[config.mk]
export PLATFORM = sky130hd
export DESIGN_NAME = csdRecoder
export DESIGN_NICKNAME = d
export VERILOG_FILES = /design/src/rtl/csdPkg.sv /design/src/rtl/csdRecodeCtrl.sv /design/src/rtl/csdMulPath.sv /design/src/rtl/csdRecoder.sv
export SDC_FILE = /design/constraint.sdc
export NUM_CORES = 1
export LEC_CHECK = 0
export BUFFER_PORTS_ARGS = -buffer_cell sky130_fd_sc_hd__buf_2
export CAP_MARGIN = 15
export CORE_MARGIN = 2
export CORE_UTILIZATION = 63
export DETAILED_ROUTE_END_ITERATION = 8
export PLACE_DENSITY = 0.85
export SETUP_SLACK_MARGIN = 0.2
export SYNTH_ARGS = -nofsm -noshare
export SYNTH_HDL_FRONTEND = slang
export SYNTH_HIERARCHICAL = 1
export SYNTH_SLANG_ARGS = --single-unit
[constraint.sdc]
create_clock -name vclk -period 8.83
set_input_delay 0.883 -clock vclk [all_inputs]
set_output_delay 0.883 -clock vclk [all_outputs]
set_load 0.05 [all_outputs]
[src/rtl/csdPkg.sv]
package csdPkg;

  typedef enum logic {
    MODE_CANON  = 1'b0,
    MODE_FEWNEG = 1'b1
  } recodeModeE;

  // one signed digit as two strobes from recoder to datapath
  typedef struct packed {
    logic pos;
    logic neg;
  } digitT;

endpackage

[src/rtl/csdRecodeCtrl.sv]
module csdRecodeCtrl
  import csdPkg::*;
#(
  parameter int W = 8
) (
  input  logic [W-1:0] constIn,
  input  recodeModeE   mode,
  output digitT        digits [W+1]
);

  localparam int ND = W + 1;   // digit count
  localparam int XW = W + 2;   // padded input width

  always_comb begin
    logic [XW-1:0] x;
    logic [XW-1:0] carry;
    logic [ND-1:0] canonPos, canonNeg, modPos, modNeg, canonNz, selPos, selNeg;
    logic [XW-1:0] valSum;
    int            cntCanon, cntMod, negCanon, negMod;

    x        = {2'b00, constIn};
    carry    = '0;
    canonPos = '0;
    canonNeg = '0;
    // carry chain: digit = x + carryIn - 2*carryOut
    for (int i = 0; i < ND; i++) begin
      carry[i+1]  = (x[i] & x[i+1]) | ((x[i] | x[i+1]) & carry[i]);
      canonPos[i] = (x[i] ^ carry[i]) & ~carry[i+1];
      canonNeg[i] = (x[i] ^ carry[i]) &  carry[i+1];
    end
    canonNz = canonPos | canonNeg;

    // fewer-negatives rewrite: +1,0,-1 -> 0,+1,+1 (windows never overlap)
    modPos = canonPos;
    modNeg = canonNeg;
    for (int i = 0; i + 2 < ND; i++) begin
      if (canonPos[i+2] && !canonNz[i+1] && canonNeg[i]) begin
        modPos[i+2] = 1'b0;
        modPos[i+1] = 1'b1;
        modPos[i]   = 1'b1;
        modNeg[i]   = 1'b0;
      end
    end

    selPos = (mode == MODE_FEWNEG) ? modPos : canonPos;
    selNeg = (mode == MODE_FEWNEG) ? modNeg : canonNeg;
    for (int i = 0; i < ND; i++) begin
      digits[i].pos = selPos[i];
      digits[i].neg = selNeg[i];
    end

    valSum   = '0;
    cntCanon = 0;
    cntMod   = 0;
    negCanon = 0;
    negMod   = 0;
    for (int i = 0; i < ND; i++) begin
      if (selPos[i]) valSum = valSum + (XW'(1) << i);
      if (selNeg[i]) valSum = valSum - (XW'(1) << i);
      cntCanon = cntCanon + int'(canonNz[i]);
      cntMod   = cntMod + int'(modPos[i] | modNeg[i]);
      negCanon = negCanon + int'(canonNeg[i]);
      negMod   = negMod + int'(modNeg[i]);
    end

    AST_DIGIT_LEGAL: assert ((selPos & selNeg) == '0)
      else $error("digit with both strobes set");
    AST_VALUE_KEPT: assert (valSum == XW'(constIn))
      else $error("digit vector value differs from constant");
    AST_CANON_SPARSE: assert ((canonNz[ND-1:1] & canonNz[ND-2:0]) == '0)
      else $error("adjacent nonzero canonic digits");
    AST_FEWNEG_COUNT: assert (cntMod == cntCanon && negMod <= negCanon)
      else $error("rewrite changed digit count or added negatives");
    AST_TOP_NOT_NEG: assert (!selNeg[ND-1])
      else $error("top digit negative");
  end

endmodule

[src/rtl/csdMulPath.sv]
module csdMulPath
  import csdPkg::*;
#(
  parameter int W  = 8,
  parameter int OW = 8
) (
  input  logic [OW-1:0]   operand,
  input  digitT           digits [W+1],
  output logic [W+OW-1:0] product
);

  localparam int ND = W + 1;
  localparam int PW = W + OW;

  logic [PW-1:0] termVal [ND];
  logic [ND-1:0] negOne;

  for (genvar g = 0; g < ND; g++) begin : gTerm
    logic [PW-1:0] shifted;
    assign shifted   = PW'(operand) << g;
    assign termVal[g] = digits[g].pos ? shifted :
                        digits[g].neg ? ~shifted : '0;
    assign negOne[g]  = digits[g].neg;
  end

  always_comb begin
    logic [PW-1:0] acc;
    logic [PW-1:0] digVal;
    acc = '0;
    for (int i = 0; i < ND; i++) begin
      acc = acc + termVal[i];
      acc = acc + PW'(negOne[i]);   // the +1 that completes each negation
    end
    product = acc;

    digVal = '0;
    for (int i = 0; i < ND; i++) begin
      if (digits[i].pos) digVal = digVal + (PW'(1) << i);
      if (digits[i].neg) digVal = digVal - (PW'(1) << i);
    end
    AST_PRODUCT_MATCH: assert (acc == PW'(operand) * digVal)
      else $error("shift-and-add product mismatch");
  end

endmodule

[src/rtl/csdRecoder.sv]
module csdRecoder
  import csdPkg::*;
#(
  parameter int W  = 8,
  parameter int OW = 8
) (
  input  logic [W-1:0]    constIn,
  input  logic            modeSel,
  input  logic [OW-1:0]   operand,
  output logic [W:0]      posMask,
  output logic [W:0]      negMask,
  output logic [W+OW-1:0] product
);

  localparam int ND = W + 1;

  digitT      digits [ND];
  recodeModeE mode;

  assign mode = recodeModeE'(modeSel);

  csdRecodeCtrl #(.W(W)) ctrl_i (
    .constIn (constIn),
    .mode    (mode),
    .digits  (digits)
  );

  csdMulPath #(.W(W), .OW(OW)) path_i (
    .operand (operand),
    .digits  (digits),
    .product (product)
  );

  for (genvar g = 0; g < ND; g++) begin : gMask
    assign posMask[g] = digits[g].pos;
    assign negMask[g] = digits[g].neg;
  end

endmodule

# [Word level (Yosys, flattened, before mapping)]
# Cells that the tools add are included.
[classes] add_sub_neg=17 mux=34 n_reduce_logical=21 bitwise=67
[op_table] cell="$mux W16" count=18
[op_table] cell="$add A16 B1 Y16" count=8
[op_table] cell="$add A16 B16 Y16" count=8
[op_table] cell="$and A1 B1 Y1" count=30
[op_table] cell="$mux W3" count=7
[op_table] cell="$add A16 B1 Y16 const B" count=1
[op_table] cell="$not A10 Y16" count=1
[op_table] cell="$not A11 Y16" count=1
[op_table] cell="$not A12 Y16" count=1
[op_table] cell="$not A13 Y16" count=1
[op_table] cell="$not A14 Y16" count=1
[op_table] cell="$not A15 Y16" count=1
[op_table] cell="$not A16 Y16" count=1
[op_table] cell="$not A8 Y16" count=1
[op_table] cell="$not A9 Y16" count=1
[op_table] cell="$logic_and A1 B1 Y1" count=14
[op_table] cell="$or A1 B1 Y1" count=12
[op_table] cell="$mux W9" count=1
[op_table] cell="$not A1 Y1" count=8
[op_table] cell="$or A8 B8 Y8" count=1
[op_table] cell="$logic_not A1 Y1" count=7
[op_table] cell="$mux W1" count=7
[op_table] cell="$mux W7" count=1
[op_table] cell="$xor A1 B1 Y1" count=7
[totals] inputBits=17 regBits=0

# [Longest topological paths before layout]
[depth] depth_word=46 ltp_mapped=28

# [Cells and area by module]
# The synthesis kept the hierarchy.
[modules_own_cells] mod="csdMulPath" seq_area_each_um2=0.0 n_inst=1 area_per_inst_um2=4052.6 cells_each=504
[modules_own_cells] mod="csdRecodeCtrl" seq_area_each_um2=0.0 n_inst=1 area_per_inst_um2=571.8 cells_each=83

# [Worst setup path before layout]
# No wires, ideal clock.
[synth_path] path_type="input-to-output" startpoint="input modeSel" endpoint="output product[13]" t_arrival_ns=7.711 path_slack_ns=0.236 cell_stages=22 required_ns=7.947 path_buffers=3 path_cell_list="buf_2 -> inv_1 -> o31ai_1 -> a32oi_1 -> o21ai_0 -> clkbuf_1 -> nand2b_1 -> clkbuf_1 -> inv_1 -> fa_1 -> inv_1 -> fa_1 -> inv_1 -> fa_1 -> fa_1 -> ha_1 -> ha_1 -> nand4_1 -> a2111oi_0 -> a221o_1 -> a21oi_1 -> xnor2_1"
[synth_rtl] element="start: declaration" line_no="csdRecoder.sv:8" source="input logic modeSel,"
[synth_rtl] element="$mux W9" line_no="csdRecodeCtrl.sv:45" source="selPos = (mode == MODE_FEWNEG) ? modPos : canonPos;"
[synth_rtl] element="named net posMask[2]" line_no="csdRecoder.sv:10" source="output logic [W:0] posMask,"
[synth_rtl] element="$mux W16" line_no="csdMulPath.sv:21" source="assign termVal[g] = digits[g].pos ? shifted :"
[synth_rtl] element="$add A16 B16 Y16" line_no="csdMulPath.sv:31" source="acc = acc + termVal[i];"
[synth_rtl] element="$add A16 B1 Y16" line_no="csdMulPath.sv:32" source="acc = acc + PW'(negOne[i]);"
[synth_rtl] element="$add A16 B16 Y16" line_no="csdMulPath.sv:31"
[synth_rtl] element="$add A16 B1 Y16" line_no="csdMulPath.sv:32"
[synth_rtl] element="$add A16 B16 Y16" line_no="csdMulPath.sv:31"
[synth_rtl] element="$add A16 B1 Y16" line_no="csdMulPath.sv:32"
[synth_rtl] element="$add A16 B16 Y16" line_no="csdMulPath.sv:31"
[synth_rtl] element="$add A16 B1 Y16" line_no="csdMulPath.sv:32"
[synth_rtl] element="$add A16 B16 Y16" line_no="csdMulPath.sv:31"
[synth_rtl] element="$add A16 B1 Y16" line_no="csdMulPath.sv:32"
[synth_rtl] element="$add A16 B16 Y16" line_no="csdMulPath.sv:31"
[synth_rtl] element="$add A16 B1 Y16" line_no="csdMulPath.sv:32"
[synth_rtl] element="$add A16 B16 Y16" line_no="csdMulPath.sv:31"
[synth_rtl] element="$add A16 B1 Y16" line_no="csdMulPath.sv:32"
[synth_rtl] element="end: declaration" line_no="csdRecoder.sv:12" source="output logic [W+OW-1:0] product"
# The timed path passes the listed nets, and every way through them passes these cells.

# [Worst setup path in the final report]
[layout_path] startpoint="input constIn[2]" endpoint="output product[14]"
[layout_via] elab_chain_cells=31
[layout_lines] element="start: declaration" line_no="csdRecoder.sv:7" source="input logic [W-1:0] constIn,"
[layout_lines] element="branches (longest 29 deep; another with $mux W16)"
[layout_lines] element="$add A16 B16 Y16 (*)" line_no="csdMulPath.sv:31"
[layout_lines] element="$add A16 B1 Y16 (*)" line_no="csdMulPath.sv:32"
# Every way passes the cells marked *.

==> impl_metrics.csv <==
group,metric,value,unit
setup_path,path_buf_inv,5,
setup_path,worstSetupPathType,"primary input to output port",
hold_path,hp-start,"constIn[0]",
placed_design,dp_hpwl,9680,um
setup_path,crit_path_end_kind,"output port",
hold_path,hold_end,"negMask[1]",
setup_path,path_cells,"buf_2 -> a21o_1 -> a22oi_1 -> nand3b_1 -> nand3_1 -> nand2b_1 -> fa_1 -> inv_1 -> fa_1 -> ha_1 -> inv_1 -> fa_1 -> fa_1 -> inv_1 -> ha_1 -> fa_1 -> a21oi_2 -> o21ai_4 -> o211a_1 -> o41ai_2 -> xnor2_1 -> buf_2",
drt,drtIter0Drc,323,
setup_path,cpMostUsedCell,"fa_1",
setup_path,slowest_stage,"fa_1",
die,start_util,64.4,%
synth,yosysSeqAreaShare,0,%
setup_path,path_delay_family,"adder cells",
die,coreArea,7180,sq um
timing,max_slew_margin,44.9,%
placed_design,globalplace.congestion,0.952,
global_route,grtUsageTotal,31.0,%
global_route,grt_start_max_net_pins,22,
die,die-height,89.7,um
timing,post-route-period-util,92.8,%
timing,finalSetupViolCount,0,
hold_path,holdCritPathClass,"primary input to output port",
finish,layout-drive-gt1-share,11.6,%
hold_path,holdPathStages,3,
finish,final_common_cell,"fa_1",
drt,ant_nets,0,
timing,layout_min_cycle_time,8190,ps
timing,worst_pin_slew,824,ps
placed_design,port_buffers,50,
synth,synthDistinctLibCells,59,
global_route,grt_pass1_vias,4140,
setup_path,max_stage_delay,600,ps
die,rows,31,
setup_path,worstPathRequired,7950,ps
timing,rsz0062_at_grt,"false",
drt,vias,4027,
timing,timing.fmax,122,MHz
clocking,post_cts_buffers,0,
setup_path,cp.arrival,7310,ps
finish,antenna_cells,0,
global_route,grt_antenna_before_repair,0,
drt,wl,11400,um
drt,wl_per_cell,16.5,um
finish,seq_area,0,sq um
finish,fillers,604,
synth,syn_area_per_cell,7.88,sq um
die,die_area,8040,sq um
status,outcome,"completed",
drt,drc,0,
synth,yosys_warnings,6,
synth,synth_area_leaders,"fa_1 37%, ha_1 9.7%, inv_1 6.4%, a21oi_1 6.3%, nor2_1 5.1%",
synth,netlist_instances,587,
finish,layout_common_cells,"86 x fa_1, 79 x inv_1, 63 x nor2_1",
synth,synth_area,4620,sq um
flow_run,max_cap_viol_count,0,
die,dieWidth,89.7,um
timing,slew_violations,0,
die,ios,51,
timing,finalHoldViolations,0,
global_route,grt_pass1_wl,19500,um
synth,synth_fp_nets,726,
finish,num-clock-buffers,0,
synth,yosys.area.top_type,"fa_1",
finish,design.seq.count,0,
drt,firstDrtPassIters,6,
global_route,gr-total-overflow,0,
synth,synth_top_area_share,37.2,%
finish,area_growth,4.25,%
drt,viasPerCell,5.81,
timing,setup-tns-final,0,ps
finish,fin_nets,735,
setup_path,crit_fanout,15,
setup_path,crit_path_start_kind,"primary input",
-- metal layers --
| metal | GRT usage, % | up-vias | part of all wire (%) |
|---|---|---|---|
| li1 | - | 1921 | - |
| met1 | 42.7 | 1910 | 41 |
| met2 | 52.1 | 175 | 49 |
| met3 | 3.93 | 21 | 7.0 |
| met4 | 8.28 | 0 | 2.2 |
| met5 | 0 | - | 0 |
-- Yosys cell counts, types with 7 or more instances --
master,number
ha_1,36
inv_1,79
o21ai_0,43
nand2_1,44
clkbuf_1,33
nand2b_1,12
fa_1,86
xnor2_1,27
nor3_1,7
buf_2,8
nor2_1,63
a21oi_1,58
-- final cells by class --
class	count	area, sq um	area share [%]
Multi-Input combinational cell	462	4130	85.7
Timing Repair Buffer	52	265	5.50
Tap cell	99	124	2.57
Inverter	80	300	6.23
-- kinds of logic after synthesis --
family	Yosys count	share of synthesized area, %
other	1	0.0811
AO/OA/AOI/OAI	152	20.8
adder cells (fa/ha/maj)	122	47.0
AND/OR/NAND/NOR	154	15.1
buffers and inverters	125	10.8
XOR/XNOR	33	6.25
-- metrics by stage --
step	instances	worst slack [ps]	util (%)	area, sq um	hold slack [ps]
2_1_floorplan	587	236	-	4620	2080
3_3_place_gp	693	764	67.1	4820	2260
3_5_place_dp	693	571	67.1	4820	2280
4_1_cts	693	543	67.1	4820	2280
5_1_grt	693	251	67.2	4820	2310
6_report	693	637	67.2	4820	2290
-- worst max-delay path by stage --
stage,startpoint,cells after the start,to,slack [ps]
after floorplan,modeSel,22,product[13],240
after global placement,constIn[1],25,product[14],760
after detailed placement,constIn[1],25,product[14],570
after CTS,constIn[1],25,product[14],540
after global routing,constIn[1],25,product[14],250
final,constIn[2],22,product[14],640
-- timing repair --
action                     4_1_cts  5_1_grt
hold buffers                     0        0
setup endpoints to repair        0        3
resized for setup                0        2
Power is left out: the tool's default activity adds up to more than one toggle a clock period on the data nets, which glitch-free logic cannot reach.
